[src/rtl/esc_pkg.sv]
package esc_pkg;

  typedef enum logic [1:0] {
    ST_IDLE = 2'd0,
    ST_RUN  = 2'd1,
    ST_SUSP = 2'd2
  } esc_state_e;

  // Control word: bit2 high voltage, bit1 suspend, bit0 erase select
  typedef struct packed {
    logic hv;
    logic susp;
    logic ers;
  } esc_ctrl_t;

endpackage

[src/rtl/esc_ctrl_reg.sv]
module esc_ctrl_reg
  import esc_pkg::*;
(
  input  logic      clk,
  input  logic      rst_n,
  input  logic      wr_en,
  input  esc_ctrl_t wr_data,
  output esc_ctrl_t ctrl_q
);

  esc_ctrl_t ctrl_d;

  // Suspend may only drop while the stored high-voltage bit is on
  always_comb begin
    ctrl_d = ctrl_q;
    if (wr_en) begin
      ctrl_d.ers  = wr_data.ers;
      ctrl_d.hv   = wr_data.hv;
      ctrl_d.susp = wr_data.susp | (ctrl_q.susp & ~ctrl_q.hv);
    end
  end

  always_ff @(posedge clk or negedge rst_n) begin
    if (!rst_n) begin
      ctrl_q <= '0;
    end else if (wr_en) begin
      ctrl_q <= ctrl_d;
    end
  end

endmodule

[src/rtl/esc_fsm.sv]
module esc_fsm
  import esc_pkg::*;
(
  input  logic       clk,
  input  logic       rst_n,
  input  logic       wr_en,
  input  esc_ctrl_t  wr_data,
  input  logic       hv_q,
  input  logic       last_step,
  output esc_state_e state_q,
  output logic       start_evt,
  output logic       susp_evt,
  output logic       resume_evt,
  output logic       step_en,
  output logic       done_q
);

  esc_state_e state_d;
  logic       done_d;
  logic       complete;

  always_comb begin
    start_evt  = wr_en && (state_q == ST_IDLE) && wr_data.ers && wr_data.hv
                 && !wr_data.susp && !hv_q;
    susp_evt   = wr_en && (state_q == ST_RUN) && wr_data.susp;
    resume_evt = wr_en && (state_q == ST_SUSP) && !wr_data.susp && hv_q;
    step_en    = (state_q == ST_RUN) && hv_q && !susp_evt;
    complete   = step_en && last_step;
  end

  always_comb begin
    state_d = state_q;
    unique case (state_q)
      ST_IDLE: if (start_evt) state_d = ST_RUN;
      ST_RUN: begin
        if (susp_evt)      state_d = ST_SUSP;
        else if (complete) state_d = ST_IDLE;
      end
      ST_SUSP: if (resume_evt) state_d = ST_RUN;
      default: state_d = ST_IDLE;
    endcase
  end

  always_comb begin
    done_d = done_q;
    if (start_evt || resume_evt)  done_d = 1'b0;
    else if (susp_evt || complete) done_d = 1'b1;
  end

  always_ff @(posedge clk or negedge rst_n) begin
    if (!rst_n) begin
      state_q <= ST_IDLE;
      done_q  <= 1'b0;
    end else begin
      state_q <= state_d;
      done_q  <= done_d;
    end
  end

endmodule

[src/rtl/esc_progress.sv]
module esc_progress #(
  parameter int STEPS  = 256,
  parameter int CKPT   = 8,
  localparam int PROG_W = $clog2(STEPS)
) (
  input  logic              clk,
  input  logic              rst_n,
  input  logic              start_evt,
  input  logic              resume_evt,
  input  logic              step_en,
  output logic [PROG_W-1:0] prog_q,
  output logic              last_step
);

  localparam logic [PROG_W-1:0] LAST_VAL = PROG_W'(STEPS - 1);

  logic [PROG_W-1:0] prog_d;
  logic [PROG_W-1:0] rb_val;
  logic              prog_en;

  generate
    if (CKPT > 1) begin : g_roll
      localparam logic [PROG_W-1:0] ROLL_MASK = ~PROG_W'(CKPT - 1);
      assign rb_val = prog_q & ROLL_MASK;
    end else begin : g_noroll
      assign rb_val = prog_q;
    end
  endgenerate

  assign last_step = (prog_q == LAST_VAL);

  always_comb begin
    prog_en = 1'b0;
    prog_d  = prog_q;
    if (start_evt) begin
      prog_en = 1'b1;
      prog_d  = '0;
    end else if (resume_evt) begin
      prog_en = 1'b1;
      prog_d  = rb_val;
    end else if (step_en && !last_step) begin
      prog_en = 1'b1;
      prog_d  = prog_q + 1'b1;
    end
  end

  always_ff @(posedge clk or negedge rst_n) begin
    if (!rst_n) begin
      prog_q <= '0;
    end else if (prog_en) begin
      prog_q <= prog_d;
    end
  end

endmodule

[src/rtl/esc_rd_guard.sv]
module esc_rd_guard
  import esc_pkg::*;
#(
  parameter int NBLK  = 16,
  localparam int BLK_W = (NBLK > 1) ? $clog2(NBLK) : 1
) (
  input  logic             clk,
  input  logic             rst_n,
  input  logic             start_evt,
  input  logic [NBLK-1:0]  sel_blk,
  input  esc_state_e       state_q,
  input  logic             rd_en,
  input  logic [BLK_W-1:0] rd_blk,
  output logic             rd_vld_q,
  output logic             rd_ok_q
);

  logic [NBLK-1:0] mask_q;
  logic            hit;
  logic            ok_d;

  always_comb begin
    hit = 1'b0;
    for (int i = 0; i < NBLK; i++) begin
      if (rd_blk == BLK_W'(i)) hit = mask_q[i];
    end
  end

  always_comb begin
    unique case (state_q)
      ST_RUN:  ok_d = 1'b0;
      ST_SUSP: ok_d = !hit;
      default: ok_d = 1'b1;
    endcase
  end

  always_ff @(posedge clk or negedge rst_n) begin
    if (!rst_n) begin
      mask_q <= '0;
    end else if (start_evt) begin
      mask_q <= sel_blk;
    end
  end

  always_ff @(posedge clk or negedge rst_n) begin
    if (!rst_n) begin
      rd_vld_q <= 1'b0;
      rd_ok_q  <= 1'b0;
    end else begin
      rd_vld_q <= rd_en;
      rd_ok_q  <= rd_en && ok_d;
    end
  end

endmodule

[src/rtl/erase_susp_ctrl.sv]
module erase_susp_ctrl
  import esc_pkg::*;
#(
  parameter int  STEPS  = 256,
  parameter int  CKPT   = 8,
  parameter int  NBLK   = 16,
  localparam int PROG_W = $clog2(STEPS),
  localparam int BLK_W  = (NBLK > 1) ? $clog2(NBLK) : 1
) (
  input  logic              clk,
  input  logic              rst_n,
  input  logic              wr_en,
  input  logic [2:0]        wr_data,
  input  logic [NBLK-1:0]   sel_blk,
  input  logic              rd_en,
  input  logic [BLK_W-1:0]  rd_blk,
  output logic              rd_vld_o,
  output logic              rd_ok_o,
  output logic              ers_o,
  output logic              hv_o,
  output logic              susp_o,
  output logic              busy_o,
  output logic              paused_o,
  output logic              done_o,
  output logic [PROG_W-1:0] progress_o
);

  logic [1:0] rst_sync_q;
  logic       rst_sync_n;

  always_ff @(posedge clk or negedge rst_n) begin
    if (!rst_n) rst_sync_q <= 2'b00;
    else        rst_sync_q <= {rst_sync_q[0], 1'b1};
  end
  assign rst_sync_n = rst_sync_q[1];

  esc_ctrl_t  wr_word;
  esc_ctrl_t  ctrl_q;
  esc_state_e state_q;
  logic       start_evt, susp_evt, resume_evt, step_en, last_step, done_q;
  logic [PROG_W-1:0] prog_q;

  assign wr_word = esc_ctrl_t'(wr_data);

  esc_ctrl_reg u_reg (
    .clk     (clk),
    .rst_n   (rst_sync_n),
    .wr_en   (wr_en),
    .wr_data (wr_word),
    .ctrl_q  (ctrl_q)
  );

  esc_fsm u_fsm (
    .clk        (clk),
    .rst_n      (rst_sync_n),
    .wr_en      (wr_en),
    .wr_data    (wr_word),
    .hv_q       (ctrl_q.hv),
    .last_step  (last_step),
    .state_q    (state_q),
    .start_evt  (start_evt),
    .susp_evt   (susp_evt),
    .resume_evt (resume_evt),
    .step_en    (step_en),
    .done_q     (done_q)
  );

  esc_progress #(.STEPS(STEPS), .CKPT(CKPT)) u_prog (
    .clk        (clk),
    .rst_n      (rst_sync_n),
    .start_evt  (start_evt),
    .resume_evt (resume_evt),
    .step_en    (step_en),
    .prog_q     (prog_q),
    .last_step  (last_step)
  );

  esc_rd_guard #(.NBLK(NBLK)) u_rd (
    .clk       (clk),
    .rst_n     (rst_sync_n),
    .start_evt (start_evt),
    .sel_blk   (sel_blk),
    .state_q   (state_q),
    .rd_en     (rd_en),
    .rd_blk    (rd_blk),
    .rd_vld_q  (rd_vld_o),
    .rd_ok_q   (rd_ok_o)
  );

  assign ers_o      = ctrl_q.ers;
  assign hv_o       = ctrl_q.hv;
  assign susp_o     = ctrl_q.susp;
  assign busy_o     = (state_q == ST_RUN);
  assign paused_o   = (state_q == ST_SUSP);
  assign done_o     = done_q;
  assign progress_o = prog_q;

endmodule

[config.mk]
export PLATFORM = sky130hd
export DESIGN_NAME = erase_susp_ctrl
export DESIGN_NICKNAME = d
export VERILOG_FILES = /design/src/rtl/esc_pkg.sv /design/src/rtl/esc_ctrl_reg.sv /design/src/rtl/esc_fsm.sv /design/src/rtl/esc_progress.sv /design/src/rtl/esc_rd_guard.sv /design/src/rtl/erase_susp_ctrl.sv
export SDC_FILE = /design/constraint.sdc
export NUM_CORES = 1
export LEC_CHECK = 0
export BUFFER_PORTS_ARGS = -buffer_cell sky130_fd_sc_hd__buf_2
export CELL_PAD_IN_SITES_DETAIL_PLACEMENT = 1
export CELL_PAD_IN_SITES_GLOBAL_PLACEMENT = 2
export CORE_MARGIN = 5
export CORE_UTILIZATION = 30
export DETAILED_ROUTE_END_ITERATION = 10
export PLACE_DENSITY_LB_ADDON = 0.25
export SYNTH_ARGS = -nofsm -noshare
export SYNTH_HDL_FRONTEND = slang
export SYNTH_SLANG_ARGS = --single-unit
[constraint.sdc]
create_clock -name clk -period 1 [get_ports clk]
set_input_delay 0.1 -clock clk [delete_from_list [all_inputs] [get_ports clk]]
set_output_delay 0.1 -clock clk [all_outputs]
set_load 0.02 [all_outputs]
==> results of run 1 <==
path summary, 6_finish.rpt:
path                                     to  slack, ns  depth (start not counted)
max                        u_prog.prog_q[4]      -0.62                          5
min                         u_rd.mask_q[12]       0.04                          2
max reg2reg                u_prog.prog_q[4]      -0.62                          5
min reg2reg                u_prog.prog_q[3]       0.22                          1
max in group asynchronous   u_reg.ctrl_q[2]       0.58                          1
min in group asynchronous     rst_sync_q[0]       0.11                          2
synth_stat cells, types with 2 or more instances:
cell / count / area, um2
a21boi_1: 4 / 30.0
and2_1: 3 / 18.8
and3_1: 2 / 12.5
buf_2: 3 / 15.0
dfrtp_1: 34 / 851
inv_1: 2 / 7.51
mux2_1: 14 / 158
mux2_2: 5 / 56.3
mux2i_1: 5 / 50.1
mux4_1: 2 / 52.6
nand2_1: 14 / 52.6
nand3_1: 6 / 30.0
nand4_1: 3 / 18.8
nor2_1: 2 / 7.51
o21ai_0: 6 / 30.0
o31ai_1: 5 / 37.5
or3_1: 2 / 12.5
or4_1: 3 / 22.5
sequential cells by signal, indices dropped and copies added, names as in the netlist:
signal	cells
u_rd.rd_vld_q	1
rst_sync_q	2
u_rd.mask_q	16
u_prog.prog_q	8
u_rd.rd_ok_q	1
u_fsm.done_q	1
u_fsm.state_q	2
u_reg.ctrl_q	3
where the power goes:
part / leakage (nW) / internal, W / switching (W)
Clock: 0.0482 / 0.000556 / 0.000525
Sequential: 0.425 / 0.00180 / 0.000294
Combinational: 0.892 / 0.00135 / 0.000763
Total: 1.37 / 0.00370 / 0.00158
logic make-up after synthesis:
group           count (synthesis)  synth area share
compound gates                 22            0.0987
fa+ha+maj                       1           0.00765
buf+inv                         9            0.0337
flops                          34             0.520
mux                            26             0.194
other cells                     1           0.00229
simple gates                   42             0.144
timing repair:
item	4_1_cts	5_1_grt
gates resized for setup	49	19
pin swaps	9	9
buffers inserted	16	8
endpoints found under the setup margin	39	40
gates cloned	2	0
hold buffers	2	0
hold endpoints to repair	3	0
area by class of cell:
type,instances,share of cell area
clock inverters,1,0.00181
repair buffers,101,0.295
well taps,70,0.0317
flip-flops and latches,34,0.310
multi-input cells,92,0.324
inverters,3,0.00588
clock buffers,7,0.0312
per-layer routing:
layer	up-vias	wire length (um)
met5	-	0
met3	7	164
met4	0	85
met1	754	2190
li1	694	-
met2	31	2940
per-stage QoR:
| step | hold WS, ns | cells | total power [W] | TNS (ns) | utilization |
|---|---|---|---|---|---|
| global route | 0.0319 | 308 | 0.00561 | -19.06 | 0.531 |
| CTS | 0.0329 | 304 | 0.00524 | -16.66 | 0.522 |
| detailed placement | -0.110 | 277 | 0.00381 | -14.11 | 0.439 |
| finish | 0.0395 | 308 | 0.00528 | -17.14 | 0.531 |
| global placement | -0.114 | 277 | 0.00370 | -13.52 | 0.439 |
| floorplan | -0.196 | 135 | 0.00308 | -15.03 | - |
==> run metrics, run 1 <==
outcome=finished with violations; failing checks=negative setup slack; Hold Path Class=in -> reg; register bit total from synthesis=34; Hold Vio Cnt, Final=0; RR Startpoint=u_prog.prog_q[1]; CP Class=reg -> reg; IO buf count=42; EDFF count, synth=0; setup ws final=-0.621 ns; Top FF cell, synth=dfrtp_1; Arr. time, crit path=around 1.9 ns; Initial Utilization=0.314; syn_area_per_cell=12.1 um2; vias per cell=~4.8; Post-Syn Area=roughly 0.0016 mm2; endpoints failing setup=40; initial antenna violation count=0; clock buffer depth=2; total grt overflow=0; Detailed Place HPWL=~3500 um; fin crit share=1.62; core area=0.00520 mm2; post-route clock skew=between 0.008 and 0.009 ns; largest net degree at the start of global routing=33; vias in the first global route=between 1,500 and 2,000; drt drc=0; Post-Syn Instances=135; count of cell types in the netlist=38; CP max-delay cell=or4_4; per-cell routed wire length=17.4 um; fin area=~0.0028 mm2; Synth warnings=0; clock latency at the later pin of the worst-skew pair=~0.29 ns; Die Span Y=~84 um; CTS sink cnt=34; max-cap viol count=0; cell breakdown of the critical path=ha_4 -> and2_4 -> and4_4 -> or4_4 -> a21boi_2; Pins Over Slew Limit=0; pre-CTS WS=-0.608 ns; Worst Setup SP=u_prog.prog_q[1]; most frequent cells in the layout=38 x buf_4, 30 x buf_2, 29 x buf_6, 29 x dfrtp_1, 15 x mux2_4; share of layout cells above drive strength 1=0.647; total wire length=5370 um; GPL Wtd Cong=0.737; Pwr Density=approximately 1900 mW/mm2; Root Driver=clkbuf_8; crit path capture type=flop; io pins=43; hold path startpoint=sel_blk[12]; Reg clk slew, reported paths=~0.07 ns; Fmax=617 MHz; Leak=between 1 and 1.5 nW; met1 usage=0.181; area occupied by multi-input gates=896 um2; global-route wire length before repair=roughly 8900 um; Register Area=857 um2; Detail Route Antenna Nets=0; met2 Usage GRT=0.283; grt met3 use=0.0306; unrepaired setup endpoints after global routing=yes; commonest non-fill, non-tap cell in the layout=buf_4; register area share after synthesis=0.520; Initial DRT Pass Iterations=4; placed cell areas=0.00228 mm2; fillers=approximately 580; synthesized net count=163; WP buf/inv=0; CTS buffer count=5; Slowest Stage Delay on Critical Path=around 0.48 ns; Top Usage Layer GRT=met2; FP Rows=26; post-route minimum period=between 1.5 and 2 ns; CTS tree=yes; ANT cells=0; Startpoint Class=flop; CP required=about 1.2 ns; Max IR drop VDD=876 uV; cell family with the largest share of critical-path delay=simple AND/OR/NAND/NOR gates; via count=~1,500; asr flop ratio synth=1.00; DIE AREA=around 0.0070 mm2; worst-path fanout max=7; fin nets=about 270; Overall Global Routing Usage=0.159; H-tree Lvls=2; P&R area growth vs syn=69.1%; Die X=~84 um; drt initial violations=44
(Power assumes the default switching activity.)
==> inputs of run 2 (changes only) <==
Settings changed: CORE_MARGIN 5 to 2, CORE_UTILIZATION 30 to 31, CTS_BUF_LIST set to sky130_fd_sc_hd__clkbuf_4.
==> run 2 against run 1 <==
  * The run still ends with negative setup slack left
  * Setup slack got worse by 0.048 ns
  * Global-route usage increased by 2.9 points
  * Flip-flop and latch count unchanged
  * Sequential power about the same
  * Final cell count increased by 4.9%
  * Utilization increased by 3.1 points
  * Largest power group unchanged
  * Highest routed layer unchanged
==> run metrics, run 2 (synthesized netlist as in run 1, its figures left out) <==
outcome=finished with violations; failing checks=negative setup slack; CTS tree=yes; Top reg by flops=u_rd.mask_q; worst-path fanout max=12; Detail Route Antenna Nets=0; most frequent cells in the layout=35 x buf_6, 35 x buf_4, 29 x dfrtp_1, 26 x buf_2, 18 x dlygate4sd3_1; Reg clk slew, reported paths=0.11 ns; biggest regs=u_rd.mask_q x16, u_prog.prog_q x8, u_reg.ctrl_q x3; DIE AREA=roughly 0.0059 mm2; per-cell routed wire length=between 15 and 20 um; R2R cell count=5; initial antenna violation count=0; Pwr Density=~1800 mW/mm2; io pins=43; worst hold stages=2; clock latency at the later pin of the worst-skew pair=0.34 ns; Initial Utilization=0.320; GPL Wtd Cong=between 0.7 and 0.8; largest net degree at the start of global routing=22; Pins Over Slew Limit=0; IO buf count=42; fin nets=between 200 and 300; vias per cell=approximately 4.7; vias in the first global route=between 1,500 and 2,000; Overall Global Routing Usage=0.187; Die X=roughly 77 um; CP Class=reg -> reg; CP required=~1.2 ns; drt initial violations=around 50; Root Driver=clkbuf_4; Leak=between 1 and 1.5 nW; Power, Total=roughly 0.0051 W; fin crit share=1.67; share of layout cells above drive strength 1=0.585; max-cap viol count=0; Hold Vio Cnt, Final=0; total grt overflow=0; setup ws final=-0.669 ns; Placed Cells incl. Taps=280; Detailed Place HPWL=3620 um; Layout Cells excl Fill=roughly 320; Initial DRT Pass Iterations=4; clock buffer depth=2; Startpoint Class=flop; total wire length=between 5000 and 6000 um; Hold Path Class=in -> reg; max reg flops=16; P&R area growth vs syn=75.7%; Die Span Y=~77 um; Fmax=around 600 MHz; CTS sink cnt=34; global-route wire length before repair=between 8000 and 9000 um; FP Rows=26; Sum Neg Setup Slack=-18.90 ns; endpoints failing setup=39; Arr. time, crit path=between 1.5 and 2 ns; core area=about 0.0051 mm2; crit path capture type=flop; post-route clock skew=between 0.006 and 0.007 ns; Max IR drop VDD=~1400 uV; unrepaired setup endpoints after global routing=yes; H-tree Lvls=2; drt drc=0; via count=between 1,500 and 2,000; ANT cells=0; post-route minimum period=between 1.5 and 2 ns; CTS buffer count=5
-- run 2: cell types whose count changed in the layout (fill, tap and decap cells not counted), moves of 3 or more --
cell and change:
dlygate4sd3_1 +16, buf_6 +6, clkbuf_8 -6, clkbuf_4 +5
buf_2 -4, buf_4 -3
-- run 2: timing repair --
item / 4_1_cts / 5_1_grt
gates resized for setup: 46 / 27
gates cloned: 0 / 1
pin swaps: 3 / 7
setup endpoints to repair: 42 / 44
setup buffers: 5 / 15
hold buffers: 18 / 0
endpoints found under the hold margin: 19 / 0
-- run 2: worst paths after layout --
check / start / endpoint / slack [ns]
max: u_fsm.state_q[1] / u_rd.mask_q[15] / -0.67
min: wr_data[2] / u_reg.ctrl_q[2] / 0.02
max reg2reg: u_fsm.state_q[1] / u_rd.mask_q[15] / -0.67
min reg2reg: rst_sync_q[1] / u_rd.mask_q[9] / 0.15
max in group asynchronous: rst_sync_q[1] / u_prog.prog_q[2] / 0.43
min in group asynchronous: rst_n / rst_sync_q[0] / 0.07
-- run 2: per-stage QoR --
| stage | setup slack, ns | hold slack (ns) | cell area, um2 | utilization |
|---|---|---|---|---|
| 5_1_grt | -0.731 | 0.0144 | 2870 | 0.562 |
| 2_1_floorplan | -0.712 | -0.196 | 1760 | - |
| 6_report | -0.669 | 0.0161 | 2870 | 0.562 |
| 3_5_place_dp | -0.626 | -0.114 | 2290 | 0.449 |
| 4_1_cts | -0.625 | 0.00814 | 2700 | 0.528 |
| 3_3_place_gp | -0.594 | -0.115 | 2290 | 0.449 |
-- run 2: report_power, final --
part	switching, W	total, W	leakage (nW)	internal (W)
clock	0.000486	0.000747	0.0286	0.000261
combinational	0.000776	0.00225	0.960	0.00148
sequential	0.000307	0.00210	0.425	0.00179
total	0.00157	0.00510	1.41	0.00353
-- run 2: final cells by class --
cell class              instances  area [um2]
clock inverters                 3        16.3
well taps                      70        87.6
repair buffers                116        1000
clock buffers                   5        37.5
fillers                       564        2230
flip-flops and latches         34         857
multi-input cells              92         856
inverters                       3        16.3
-- run 2: layer usage --
| layer | GRT usage | vias to the layer above | wire (um) |
|---|---|---|---|
| li1 | - | 728 | - |
| met1 | 0.233 | 766 | 2300 |
| met2 | 0.332 | 31 | 2770 |
| met3 | 0.0284 | 4 | 169 |
| met4 | 0.0600 | 0 | 35 |
| met5 | 0 | - | 0 |
-- run 2: worst max-delay path: stages (launching register included) --
cell and delay, ns:
dfrtp_1 0.43, buf_6 0.13, nor4bb_4 0.35, nand2_2 0.15, buf_8 0.19, mux2_4 0.30
==> inputs of run 3 (changes only) <==
Settings changed: RECOVER_POWER set to 100.
==> run 3 against run 2 <==
  * Clock skew about the same
  * The run still ends with negative setup slack left
  * First-iteration DRC count increased by 24%
  * Utilization decreased by 0.32 points
  * Count of clock-buffer cells in the layout unchanged
  * Critical endpoint unchanged
  * Wire length about the same
  * Cell area decreased by 0.57%
==> run metrics, run 3 (synthesized netlist as in run 1, its figures left out) <==
outcome=finished with violations; failing checks=negative setup slack; area occupied by multi-input gates=856 um2; share of total power in combinational logic=0.441; core area=about 0.0051 mm2; CTS sink cnt=34; fin crit share=1.67; Die Span Y=76.6 um; IO buf count=42; sequential power share=0.412; P&R area growth vs syn=74.7%; DIE AREA=0.00587 mm2; global-route wire length before repair=a little under 9000 um; sw frac=0.308; Initial DRT Pass Iterations=4; commonest non-fill, non-tap cell in the layout=buf_4; vias per cell=~4.7; vias in the first global route=between 1,500 and 2,000; unrepaired setup endpoints after global routing=yes; Max IR drop VDD=between 1000 and 1500 uV; CP Class=reg -> reg; CTS tree=yes; CTS buffer count=5; Top reg by flops=u_rd.mask_q; largest net degree at the start of global routing=22; clock buffer depth=2; Clock power frac=0.147; share of layout cells above drive strength 1=0.573; fillers=~570; fin nets=280; max reg flops=16; drt initial violations=about 60; drt drc=0; Hold Path Class=in -> reg; Pins Over Slew Limit=0; internal power=0.00353 W; FP Rows=26; io pins=43; Die X=roughly 77 um; Initial Utilization=0.320; worst-path fanout max=12; Startpoint Class=flop; Pwr Density=~1800 mW/mm2; Arr. time, crit path=about 1.9 ns; CP required=around 1.2 ns; max-cap viol count=0; Reg clk slew, reported paths=roughly 0.11 ns; Fmax=between 500 and 600 MHz; initial antenna violation count=0; post-route minimum period=~1.7 ns; switching power=roughly 0.0016 W; Detailed Place HPWL=between 3000 and 4000 um; clock latency at the later pin of the worst-skew pair=between 0.3 and 0.4 ns; Overall Global Routing Usage=0.187; Placed Cells incl. Taps=280; GPL Wtd Cong=~0.76; H-tree Lvls=2; total wire length=5280 um; post-route clock skew=roughly 0.0067 ns; Layout Cells excl Fill=323; Power, Total=approximately 0.0051 W; Register Area=around 860 um2; endpoints failing setup=39; biggest regs=u_rd.mask_q x16, u_prog.prog_q x8, u_reg.ctrl_q x3; Root Driver=clkbuf_4; Hold Vio Cnt, Final=0; most frequent cells in the layout=36 x buf_4, 35 x buf_6, 30 x dfrtp_1, 24 x buf_2, 18 x dlygate4sd3_1; crit path capture type=flop; per-cell routed wire length=about 16 um; total grt overflow=0; via count=1,526; setup ws final=-0.669 ns; Leak=~1.4 nW; ANT cells=0; Detail Route Antenna Nets=0
[run 3: path summary, 6_finish.rpt]
path	start	endpoint	slack [ns]	cells after the start
min in group asynchronous	rst_n	rst_sync_q[0]	0.07	2
worst min register to register	rst_sync_q[1]	u_rd.mask_q[9]	0.20	0
worst max-delay path	u_fsm.state_q[1]	u_rd.mask_q[15]	-0.67	5
max in group asynchronous	rst_sync_q[1]	u_prog.prog_q[2]	0.13	1
worst min-delay path	wr_data[2]	u_reg.ctrl_q[2]	0.02	2
worst max register to register	u_fsm.state_q[1]	u_rd.mask_q[15]	-0.67	5
[run 3: layer usage]
layer  track usage  share of wire  wire length [um]  up-vias
li1              -              -                 -      728
met1         0.233           0.44              2300      763
met2         0.332           0.52              2770       31
met3        0.0284          0.032               169        4
met4        0.0600         0.0066                35        0
met5             0              0                 0        -
[run 3: worst max-delay path: stages (launching register included)]
cell and delay [ns]:
dfrtp_1 0.43, buf_6 0.13, nor4bb_4 0.35, nand2_2 0.15
buf_8 0.19, mux2_4 0.30
[run 3: cell type report]
cell class	count	area share
multi-input combinational	92	0.300
clock buffer	5	0.0131
tap	70	0.0307
sequential	34	0.300
clock inverter	3	0.00569
inverter	3	0.00569
timing repair buffer	116	0.346
[run 3: through the flow]
step | hold WS (ns) | setup WS (ns) | setup TNS, ns | instance area (um2) | utilization
2_1_floorplan | -0.196 | -0.712 | -15.03 | 1760 | -
3_3_place_gp | -0.115 | -0.594 | -13.94 | 2290 | 0.449
3_5_place_dp | -0.114 | -0.626 | -15.14 | 2290 | 0.449
4_1_cts | 0.00814 | -0.625 | -16.81 | 2700 | 0.528
5_1_grt | 0.0144 | -0.731 | -21.38 | 2860 | 0.559
6_report | 0.0158 | -0.669 | -18.91 | 2860 | 0.559
[run 3: power groups by stage]
stage / registers, W / clock network, W / logic [W]
after CTS: 0.00210 / 0.000775 / 0.00198
after floorplan: 0.00212 / 0 / 0.000962
final: 0.00210 / 0.000748 / 0.00225
after global placement: 0.00205 / 0 / 0.00162
after detailed placement: 0.00211 / 0 / 0.00169
after global routing: 0.00215 / 0.000837 / 0.00244
[run 3: repair_timing]
| item | 4_1_cts | 5_1_grt |
|---|---|---|
| gates resized for setup | 46 | 27 |
| hold endpoints to repair | 19 | 0 |
| gates cloned | 0 | 1 |
| pin swaps | 3 | 7 |
| buffers inserted | 5 | 15 |
| hold buffers | 18 | 0 |
| setup endpoints to repair | 42 | 44 |
